[src/rtl/g711_pkg.sv]
package g711_pkg;
  typedef enum logic [1:0] {
    CMP_OFF  = 2'b00,
    CMP_RSVD = 2'b01,
    CMP_MU   = 2'b10,
    CMP_A    = 2'b11
  } cmp_mode_e;

  localparam int CODE_W   = 8;
  localparam int MU_LIN_W = 14;
  localparam int A_LIN_W  = 13;
  localparam int MU_BIAS  = 33;
  localparam int MU_CLIP  = 8158;
  localparam int A_CLIP   = 4095;
  localparam logic [2:0] DSIZE_8BIT = 3'b010;
endpackage

[src/rtl/g711_compress.sv]
module g711_compress
  import g711_pkg::*;
#(
  parameter int SAMPLE_W = 16
) (
  input  logic [SAMPLE_W-1:0] lin,
  input  logic                law_a,
  input  logic                ones_cpl,
  output logic [CODE_W-1:0]   code
);
  localparam int MU_SH = SAMPLE_W - MU_LIN_W;
  localparam int A_SH  = SAMPLE_W - A_LIN_W;

  logic                neg;
  logic [SAMPLE_W-1:0] mag;
  logic [SAMPLE_W-1:0] mu_m;
  logic [SAMPLE_W-1:0] a_full;
  logic [13:0]         mu_b;
  logic [13:0]         mu_sh;
  logic [2:0]          mu_seg;
  logic [3:0]          mu_mant;
  logic [11:0]         a_m;
  logic [11:0]         a_sh;
  logic [2:0]          a_seg;
  logic [3:0]          a_mant;

  always_comb begin
    neg = lin[SAMPLE_W-1];
    if (!neg)          mag = lin;
    else if (ones_cpl) mag = ~lin;
    else               mag = ~lin + 1'b1;

    // mu-law: clip, bias, leading-one search
    mu_m = mag >> MU_SH;
    if (mu_m > SAMPLE_W'(MU_CLIP)) mu_m = SAMPLE_W'(MU_CLIP);
    mu_b = 14'(mu_m) + 14'(MU_BIAS);
    mu_seg = 3'd0;
    for (int i = 1; i < 8; i++) if (mu_b[5+i]) mu_seg = 3'(i);
    mu_sh   = mu_b >> ({1'b0, mu_seg} + 4'd1);
    mu_mant = mu_sh[3:0];

    // A-law: clip, leading-one search
    a_full = mag >> A_SH;
    if (a_full > SAMPLE_W'(A_CLIP)) a_full = SAMPLE_W'(A_CLIP);
    a_m = 12'(a_full);
    a_seg = 3'd0;
    for (int i = 1; i < 8; i++) if (a_m[4+i]) a_seg = 3'(i);
    a_sh   = a_m >> ((a_seg == 3'd0) ? 3'd1 : a_seg);
    a_mant = a_sh[3:0];

    if (law_a) code = {~neg, a_seg, a_mant} ^ 8'h55;
    else       code = ~{neg, mu_seg, mu_mant};
  end
endmodule

[src/rtl/g711_expand.sv]
module g711_expand
  import g711_pkg::*;
#(
  parameter int SAMPLE_W = 16
) (
  input  logic [CODE_W-1:0]   code,
  input  logic                law_a,
  input  logic                ones_cpl,
  output logic [SAMPLE_W-1:0] lin
);
  localparam int MU_SH = SAMPLE_W - MU_LIN_W;
  localparam int A_SH  = SAMPLE_W - A_LIN_W;

  logic [7:0]          mu_u;
  logic [7:0]          a_x;
  logic [13:0]         mu_mag;
  logic [12:0]         a_base;
  logic [12:0]         a_mag;
  logic [SAMPLE_W-1:0] word;
  logic                neg;

  always_comb begin
    mu_u   = ~code;
    mu_mag = ((14'({mu_u[3:0], 1'b1}) + 14'd32) << mu_u[6:4]) - 14'(MU_BIAS);

    a_x    = code ^ 8'h55;
    a_base = 13'({a_x[3:0], 1'b1}) + ((a_x[6:4] != 3'd0) ? 13'd32 : 13'd0);
    a_mag  = (a_x[6:4] > 3'd1) ? (a_base << (a_x[6:4] - 3'd1)) : a_base;

    if (law_a) begin
      word = SAMPLE_W'(a_mag) << A_SH;
      neg  = ~a_x[7];
    end else begin
      word = SAMPLE_W'(mu_mag) << MU_SH;
      neg  = mu_u[7];
    end

    if (!neg)          lin = word;
    else if (ones_cpl) lin = ~word;
    else               lin = ~word + 1'b1;
  end
endmodule

[src/rtl/g711_stage.sv]
module g711_stage #(
  parameter int SAMPLE_W = 16
) (
  input  logic                clk,
  input  logic                rst_n,
  input  logic                in_valid,
  output logic                in_ready,
  input  logic [SAMPLE_W-1:0] in_data,
  output logic                out_valid,
  input  logic                out_ready,
  output logic [SAMPLE_W-1:0] out_data
);
  assign in_ready = !out_valid || out_ready;

  always_ff @(posedge clk) begin
    if (!rst_n) begin
      out_valid <= 1'b0;
      out_data  <= '0;
    end else if (in_ready) begin
      out_valid <= in_valid;
      if (in_valid) out_data <= in_data;
    end
  end

  AST_HOLD_STABLE: assert property (@(posedge clk) disable iff (!rst_n)
    (out_valid && !out_ready) |=> (out_valid && $stable(out_data)));

  AST_NO_DUP: assert property (@(posedge clk) disable iff (!rst_n)
    (out_valid && out_ready && !in_valid) |=> !out_valid);

  AST_LOAD: assert property (@(posedge clk) disable iff (!rst_n)
    (in_valid && in_ready) |=> (out_valid && out_data == $past(in_data)));
endmodule

[src/rtl/g711_compander.sv]
module g711_compander
  import g711_pkg::*;
#(
  parameter int SAMPLE_W = 16
) (
  input  logic                clk,
  input  logic                rst_n,
  input  logic                en,
  input  logic [1:0]          mode,
  input  logic                ones_cpl,
  input  logic                proto_tdm,
  input  logic [2:0]          dsize_cfg,
  output logic [2:0]          dsize_eff,
  input  logic                tx_in_valid,
  output logic                tx_in_ready,
  input  logic [SAMPLE_W-1:0] tx_in_data,
  output logic                tx_out_valid,
  input  logic                tx_out_ready,
  output logic [SAMPLE_W-1:0] tx_out_data,
  input  logic                rx_in_valid,
  output logic                rx_in_ready,
  input  logic [SAMPLE_W-1:0] rx_in_data,
  output logic                rx_out_valid,
  input  logic                rx_out_ready,
  output logic [SAMPLE_W-1:0] rx_out_data
);
  localparam int PAD_W = SAMPLE_W - CODE_W;

  cmp_mode_e           sel;
  logic                comp_on;
  logic                law_a;
  logic [CODE_W-1:0]   tx_code;
  logic [SAMPLE_W-1:0] rx_lin;
  logic [SAMPLE_W-1:0] tx_proc;
  logic [SAMPLE_W-1:0] rx_proc;

  assign sel     = cmp_mode_e'(mode);
  assign comp_on = proto_tdm && (sel == CMP_MU || sel == CMP_A);
  assign law_a   = (sel == CMP_A);

  assign dsize_eff = (en && comp_on) ? DSIZE_8BIT : dsize_cfg;

  g711_compress #(.SAMPLE_W(SAMPLE_W)) enc_i (
    .lin(tx_in_data), .law_a(law_a), .ones_cpl(ones_cpl), .code(tx_code));

  g711_expand #(.SAMPLE_W(SAMPLE_W)) dec_i (
    .code(rx_in_data[SAMPLE_W-1 -: CODE_W]), .law_a(law_a),
    .ones_cpl(ones_cpl), .lin(rx_lin));

  assign tx_proc = comp_on ? {tx_code, {PAD_W{1'b0}}} : tx_in_data;
  assign rx_proc = comp_on ? rx_lin : rx_in_data;

  g711_stage #(.SAMPLE_W(SAMPLE_W)) tx_stage_i (
    .clk(clk), .rst_n(rst_n),
    .in_valid(tx_in_valid), .in_ready(tx_in_ready), .in_data(tx_proc),
    .out_valid(tx_out_valid), .out_ready(tx_out_ready), .out_data(tx_out_data));

  g711_stage #(.SAMPLE_W(SAMPLE_W)) rx_stage_i (
    .clk(clk), .rst_n(rst_n),
    .in_valid(rx_in_valid), .in_ready(rx_in_ready), .in_data(rx_proc),
    .out_valid(rx_out_valid), .out_ready(rx_out_ready), .out_data(rx_out_data));

  AST_TX_POS_SIGN: assert property (@(posedge clk) disable iff (!rst_n)
    (tx_in_valid && comp_on && !tx_in_data[SAMPLE_W-1]) |-> tx_code[CODE_W-1]);

  AST_RX_POS_SIGN: assert property (@(posedge clk) disable iff (!rst_n)
    (rx_in_valid && comp_on && rx_in_data[SAMPLE_W-1]) |-> !rx_lin[SAMPLE_W-1]);

  AST_PAD_ZERO: assert property (@(posedge clk) disable iff (!rst_n)
    (tx_out_valid && comp_on && $stable(mode) && $stable(proto_tdm) && $past(tx_in_valid && tx_in_ready))
      |-> (tx_out_data[PAD_W-1:0] == '0));
endmodule

[config.mk]
export PLATFORM = sky130hd
export DESIGN_NAME = g711_compander
export DESIGN_NICKNAME = d
export VERILOG_FILES = /design/src/rtl/g711_pkg.sv /design/src/rtl/g711_compress.sv /design/src/rtl/g711_expand.sv /design/src/rtl/g711_stage.sv /design/src/rtl/g711_compander.sv
export SDC_FILE = /design/constraint.sdc
export NUM_CORES = 1
export LEC_CHECK = 0
export BUFFER_PORTS_ARGS = -buffer_cell sky130_fd_sc_hd__buf_2
export CAP_MARGIN = 20
export CORE_MARGIN = 4
export CORE_UTILIZATION = 59
export DETAILED_ROUTE_END_ITERATION = 10
export GPL_TIMING_DRIVEN = 0
export PLACE_DENSITY_LB_ADDON = 0.15
export SLEW_MARGIN = 25
export SYNTH_ARGS = -nofsm -noshare
export SYNTH_HDL_FRONTEND = slang
export SYNTH_HIERARCHICAL = 1
export SYNTH_SLANG_ARGS = --single-unit
[constraint.sdc]
create_clock -name clk -period 5.6 [get_ports clk]
set_input_delay 0.28 -clock clk [delete_from_list [all_inputs] [get_ports clk]]
set_output_delay 0.28 -clock clk [all_outputs]
set_load 0.01 [all_outputs]
==> summary.md, run 1 <==
| Metric | Value |
|---|---|
| # port buffers | 83 |
| Commonest non-fill, non-tap cell in the layout | nand2_1 |
| Htree depth | 2 |
| Max Fclk | 0.184 GHz |
| Reg2Reg Depth | 5 |
| Max-cap violations | 0 |
| EDFF count, synth | 0 |
| Leak | 0.00273 µW |
| Avg WL per Cell | 19.1 µm |
| Outcome | completed |
| Warnings, synthesis | 6 |
| Worst EP required | 5.82 ns |
| Starting Density | 0.611 |
| Core ar. | 8810 µm² |
| Cell Area, Synth | 5380 µm² |
| Worst-path clk slew | 0.07 ns |
| DR DRC count | 0 |
| Min Tclk post-route | 5.42 ns |
| FF/Latch Area | 681 µm² |
| Clock Latency Late Sink | 0.29 ns |
| Worst Skew | 0.00656 ns |
| Post-Route WL | 17100 µm |
| Hold path depth | 3 |
| GRT Util Overall | 0.309 |
| Syn Area/Cell | 7.76 µm² |
| IO Count | 85 |
| Final #Nets | 841 |
| Net Sw Frac | 0.430 |
| Vias in the first global route | 5350 |
| Synth Flop Type | dfxtp_1 |
| GR Overflow Total | 0 |
| Post-route clock period utilization | 0.968 |
| Share of the synthesized area in the top cell type | 0.127 |
| DRT iter0 DRCs | 384 |
| # diodes | 0 |
| Routability Congestion | 1.01 |
| PD cells | 171 nW/µm² |
| Largest net degree at the start of global routing | 13 |
| Commonest non-fill, non-tap cells in the layout | nand2_1 (105), buf_2 (100), mux2i_1 (50) |
| Drt first pass iters | 5 |
| Arr. time, crit path | 5.64 ns |
| DR vias | 5877 |
| First-pass GRT wire length | 26600 µm |
| Worst VDD drop | 0.0903 mV |
| Post-synth ARST share | 0 |
| Initial antenna violation count | 0 |
| Syn Inst Count | 693 |
| Switch Pwr | 459 µW |
| Worst setup EP type | flip-flop |
| Worst path buffer plus inverter count | 2 |
| Die Width | 103 µm |
| Max clock buf depth | 2 |
| # fillers | 725 |
| TritonCTS clock tree | done |
| Count of different cell masters after synthesis | 105 |
| Combinational power share | 0.569 |
| Relative slew slack | 0.494 |
| CP Depth | 21 |
| Hold_buf cts | 0 |
| Slowest-stage cell, CP | or4_4 |
| Share of layout cells above drive strength 1 | 0.282 |
| Final hold vios | 0 |
| Largest area contributor in the netlist | dfxtp_1 |
| Area growth syn-to-layout | 16.3% |
| Worst hold slack | 0.242 ns |
| Die area | 10700 µm² |
| Clock network fraction of total power | 0.178 |
| Seq/Total Area, Yosys | 0.127 |
| #FFs+latches synth | 34 |
| Area contributors post-synth | dfxtp_1 (13%), mux2i_1 (9.5%), nand2_1 (7.4%) |
| Die Span Y | 103 µm |
| HPWL Detailed | 13300 µm |
| Area taken by multi-input logic gates | 4470 µm² |
| CP Class | input port to flip-flop |
| Worst path cell trace | buf_2 -> buf_2 -> or4_4 -> or4_4 -> o22ai_2 -> o221ai_2 -> or3_4 -> o31ai_4 -> o21ai_1 -> ha_2 -> and3_1 -> a32oi_2 -> nand4_1 -> o221a_4 -> o221ai_4 -> mux2i_2 -> a2111oi_4 -> o32ai_2 -> mux2_4 -> nand2_1 -> mux2i_1 |
| Cell internal pwr | 609 µW |
| Total Power | 1070 µW |
| Vias per cell | 6.56 |
| Final Slew Violations | 0 |
| HP Class | input port to flip-flop |
| Slew @ Worst Pin | 0.754 ns |
| Flop pwr share | 0.253 |
| Sink Count | 34 |
| Syn_nets | 747 |
| Crit-path max FO | 9 |
| CP delay by family, top | compound AO/OA/AOI/OAI gates |
| # setup viols final | 0 |
| Clk root buf | clkbuf_8 |
| Site Rows | 34 |
| Crit start category | input port |
| CTS Buf Count | 5 |
| Max stage delay on crit path | 0.61 ns |
| ANT nets after route | 0 |
## final cells by class
class,instances,share of cell area
flip-flops and latches,34,0.109
clock inverters,2,0.00200
multi-input cells,583,0.714
inverters,21,0.0126
well taps,108,0.0216
clock buffers,6,0.0132
repair buffers,88,0.0724
plain buffers,54,0.0558
## sequential cells by signal, summed over array words and instances (netlist names)
name	count
tx_stage_i/out_data	16
tx_stage_i/out_valid	1
rx_stage_i/out_valid	1
rx_stage_i/out_data	16
## per-stage QoR
step / TNS (ns) / worst slack, ns / std cells / utilization / cell area [µm²]
after floorplan: 0 / 0.383 / 693 / - / 5380
after global placement: -2.98 / -0.734 / 884 / 0.673 / 5930
after detailed placement: -2.86 / -0.769 / 884 / 0.673 / 5930
after CTS: 0 / 0.00808 / 892 / 0.691 / 6090
after global routing: -0.000193 / -0.000193 / 896 / 0.711 / 6260
final: 0 / 0.178 / 896 / 0.711 / 6260
## cell families (layout without fill, tap and decap cells)
| family | Yosys count | after routing | synth area share |
|---|---|---|---|
| buffers and inverters | 76 | 171 | 0.0798 |
| AO/OA/AOI/OAI | 191 | 191 | 0.279 |
| multiplexers | 79 | 79 | 0.173 |
| AND/OR/NAND/NOR | 267 | 267 | 0.260 |
| adder cells (fa/ha/maj) | 8 | 8 | 0.0186 |
| flip-flops | 34 | 34 | 0.127 |
| XOR/XNOR | 38 | 38 | 0.0633 |
## per-layer routing
metal / vias to the layer above / global-route usage / wire [µm]
li1: 2768 / - / -
met1: 2746 / 0.444 / 7510
met2: 320 / 0.481 / 7620
met3: 41 / 0.0342 / 1560
met4: 2 / 0.102 / 416
met5: - / 0 / 6
## final timing paths
path	startpoint	endpoint	slack, ns
worst max register to register	tx_stage_i/out_valid$_SDFFE_PN0P_	tx_stage_i/out_data[7]$_SDFFE_PN0P_	4.48
worst max-delay path	tx_in_data[9]	tx_stage_i/out_data[10]$_SDFFE_PN0P_	0.18
worst min-delay path	tx_in_valid	tx_stage_i/out_valid$_SDFFE_PN0P_	0.24
worst min register to register	tx_stage_i/out_data[5]$_SDFFE_PN0P_	tx_stage_i/out_data[5]$_SDFFE_PN0P_	0.46
## worst reg2reg max path: cells and delay by family, from the launching register on
| family | cells | cell delay (ns) |
|---|---|---|
| buffers and inverters | 2 | 0.29 |
| DFF | 1 | 0.33 |
| muxes | 1 | 0.21 |
| and+or+nand+nor | 2 | 0.20 |
## repair_timing
item / 4_1_cts / 5_1_grt
pin swaps: 1 / 6
setup buffers: 0 / 5
resized for setup: 12 / 22
endpoints found under the setup margin: 4 / 6
endpoints found under the hold margin: 0 / 0
## power groups by stage
stage / sequential, µW / combinational [µW] / clock [µW]
floorplan: 284 / 400 / 0
global placement: 275 / 548 / 0
detailed placement: 276 / 557 / 0
CTS: 270 / 568 / 193
global route: 272 / 651 / 206
finish: 270 / 608 / 190
## synthesized netlist by cell type, drive strengths merged, types with 7 or more instances
cell type / count
nor2: 36
nor4: 9
a31oi: 9
inv: 20
nand2b: 15
nand3b: 7
o21ai: 30
o211ai: 14
xor2: 20
buf: 34
ha: 8
mux2i: 51
and3: 7
o31ai: 11
nor3: 21
or3: 7
dfxtp: 34
clkbuf: 21
mux2: 26
a21oi: 30
and2: 16
nand3: 13
nand2: 108
a21o: 7
xnor2: 18
No activity file was read; power rests on OpenSTA's default activity.
==> run 2: changes to the inputs <==
Settings changed: ABC_AREA from default to 1.
==> run 2 against run 1 <==
Effect of this change: register-to-register slack better by 0.16 ns; clock power hardly changed; final cell count is 28% higher; area after synthesis is 1.3% higher; first-iteration DRC count is 22% lower; maximum frequency is 42% higher; power is 6.1% lower; flip-flop and latch count stayed put; count of clock-buffer cells in the layout is 1 higher; global-route usage is 4.4 points lower; critical path type unchanged; highest routed layer is now met4.
==> summary.md, run 2 <==
| Metric | Value |
|---|---|
| Die Width | 104 µm |
| Worst Skew | 0.00830 ns |
| Max stage delay on crit path | 0.28 ns |
| Worst VDD drop | 0.175 mV |
| # diodes | 0 |
| IO Count | 85 |
| DR vias | 6150 |
| Met2 Resource Use GR | 0.473 |
| Finished Core Util | 0.686 |
| Die area | 10800 µm² |
| Vias per cell | 5.34 |
| Worst setup EP type | flip-flop |
| Post-Route WL | 14400 µm |
| Worst-path clk slew | 0.07 ns |
| Area contributors post-synth | nand2_1 (20%), dfxtp_1 (12%), nand3_1 (11%) |
| PD cells | 165 nW/µm² |
| Routability Congestion | 0.967 |
| Final Cell Area | 6070 µm² |
| Min Tclk post-route | 3.81 ns |
| DRT iter0 DRCs | 300 |
| Area taken by multi-input logic gates | 3880 µm² |
| Clock Latency Late Sink | 0.29 ns |
| GR Overflow Total | 0 |
| HP Class | input port to flip-flop |
| RSZ-0062 raised after global routing | false |
| Warnings, synthesis | 6 |
| # port buffers | 79 |
| Slew @ Worst Pin | 0.850 ns |
| DR DRC count | 0 |
| Global route hottest layer | met2 |
| Count leader, synth | nand2_1 |
| #FFs+latches synth | 34 |
| Final hold vios | 0 |
| Outcome | completed |
| Crit-path max FO | 10 |
| Worst hold slack | 0.277 ns |
| Biggest regs | rx_stage_i/out_data (16), tx_stage_i/out_data (16) |
| Met1 GRT Util | 0.344 |
| Largest net degree at the start of global routing | 12 |
| Post-synth ARST share | 0 |
| Commonest non-fill, non-tap cell in the layout | nand2_1 |
| # fillers | 882 |
| Worst EP required | 5.78 ns |
| CP Class | input port to flip-flop |
| Placed instance area | 5980 µm² |
| Drt first pass iters | 5 |
| Post-route clock period utilization | 0.681 |
| Reg2Reg Depth | 4 |
| Total Power | 1000 µW |
| Commonest non-fill, non-tap cells in the layout | nand2_1 (286), inv_1 (131), nand3_1 (125) |
| Final #Nets | 1096 |
| Syn Inst Count | 956 |
| Most frequent cell on the critical path | nand2_1 |
| Starting Density | 0.616 |
| Max clock buf depth | 2 |
| Cell Area, Synth | 5450 µm² |
| ANT nets after route | 0 |
| Initial antenna violation count | 0 |
| CTS Buf Count | 5 |
| Crit start category | input port |
| Sink Count | 34 |
| Max-cap violations | 0 |
| First-pass GRT wire length | 25000 µm |
| # setup viols final | 0 |
| Start point of the critical path | ones_cpl |
| Syn Area/Cell | 5.70 µm² |
| Leak | 0.00344 µW |
| Relative slew slack | 0.429 |
| Max Fclk | 0.262 GHz |
| Avg WL per Cell | 12.5 µm |
| Largest area contributor in the netlist | nand2_1 |
| TritonCTS clock tree | done |
| GRT Util Overall | 0.266 |
| Die Span Y | 104 µm |
| Site Rows | 34 |
| Final Slew Violations | 0 |
| Share of layout cells above drive strength 1 | 0.221 |
| Seq/Total Area, Yosys | 0.125 |
| FF/Latch Area | 681 µm² |
| Hold path depth | 3 |
| Core ar. | 8850 µm² |
| Synth Flop Type | dfxtp_1 |
| Syn_nets | 1010 |
| Met3 Track Usage GR | 0.0273 |
| Reg2reg start | rx_stage_i/out_valid$_SDFFE_PN0P_ |
| Area growth syn-to-layout | 11.4% |
| Vias in the first global route | 5622 |
| Most common library cells after synthesis | nand2_1 (286), inv_1 (131), nand3_1 (125), nor2_1 (90), a21oi_1 (46) |
| EDFF count, synth | 0 |
| TNS Setup | 0 ns |
| Arr. time, crit path | 3.99 ns |
| Hold_buf cts | 0 |
| Post-CTS setup buffer count | 0 |
| Hold wc startpoint | rst_n |
| Count of different cell masters after synthesis | 50 |
| HPWL Detailed | 11600 µm |
| Slowest-stage cell, CP | ha_1 |
| Clk root buf | clkbuf_8 |
| Cts repair resizes | 0 |
| Share of the synthesized area in the top cell type | 0.197 |
| Htree depth | 2 |
==> run 2: cell count changes in the layout (fill, tap and decap cells not counted), sizes merged, moves of 26 or more <==
cell	change
nor2	+64
nand3	+146
mux2	-26
inv	+121
mux2i	-51
nand2	+216
==> run 2: per-stage QoR <==
stage,std cells,worst slack [ns]
floorplan,956,2.26
global placement,1143,1.57
detailed placement,1143,1.56
CTS,1151,1.85
global route,1151,1.31
finish,1151,1.79
==> run 2: worst paths after layout <==
| check | end | slack [ns] |
|---|---|---|
| max reg2reg | rx_stage_i/out_data[11]$_SDFFE_PN0P_ | 4.64 |
| min | tx_stage_i/out_data[13]$_SDFFE_PN0P_ | 0.28 |
| max | tx_stage_i/out_data[8]$_SDFFE_PN0P_ | 1.79 |
| min reg2reg | rx_stage_i/out_data[15]$_SDFFE_PN0P_ | 0.48 |
==> run 2: logic make-up after synthesis <==
kind of cell	share of synthesized area
XOR/XNOR	0.0324
adder cells (fa/ha/maj)	0.0184
AND/OR/NAND/NOR	0.538
flip-flops	0.125
AO/OA/AOI/OAI	0.123
buffers and inverters	0.163
==> run 2: final cells by class <==
class	count	area share
multi-input combinational	739	0.639
inverter	143	0.0897
sequential	34	0.112
clock buffer	7	0.0142
buffer	40	0.0567
tap	108	0.0223
clock inverter	1	0.000824
timing repair buffer	79	0.0651
==> run 2: power by group <==
| group | leakage, µW | internal [µW] | total [µW] | switching, µW |
|---|---|---|---|---|
| Sequential | 0.000282 | 262 | 271 | 9.47 |
| Clock | 0.0000482 | 99.2 | 189 | 89.5 |
| Combinational | 0.00311 | 193 | 543 | 350 |
| Total | 0.00344 | 554 | 1000 | 449 |
==> run 2: per-layer routing <==
layer | vias to the layer above | wire length (µm)
met2 | 181 | 6870
met5 | - | 0
li1 | 3199 | -
met1 | 2745 | 6400
met4 | 0 | 276
met3 | 25 | 853
==> run 2: critical path: cells and delay by family <==
kind                       cells  cell delay (ns)
buffers and inverters          6             0.71
and+or+nand+nor               31             2.70
adders and majority gates      1             0.28
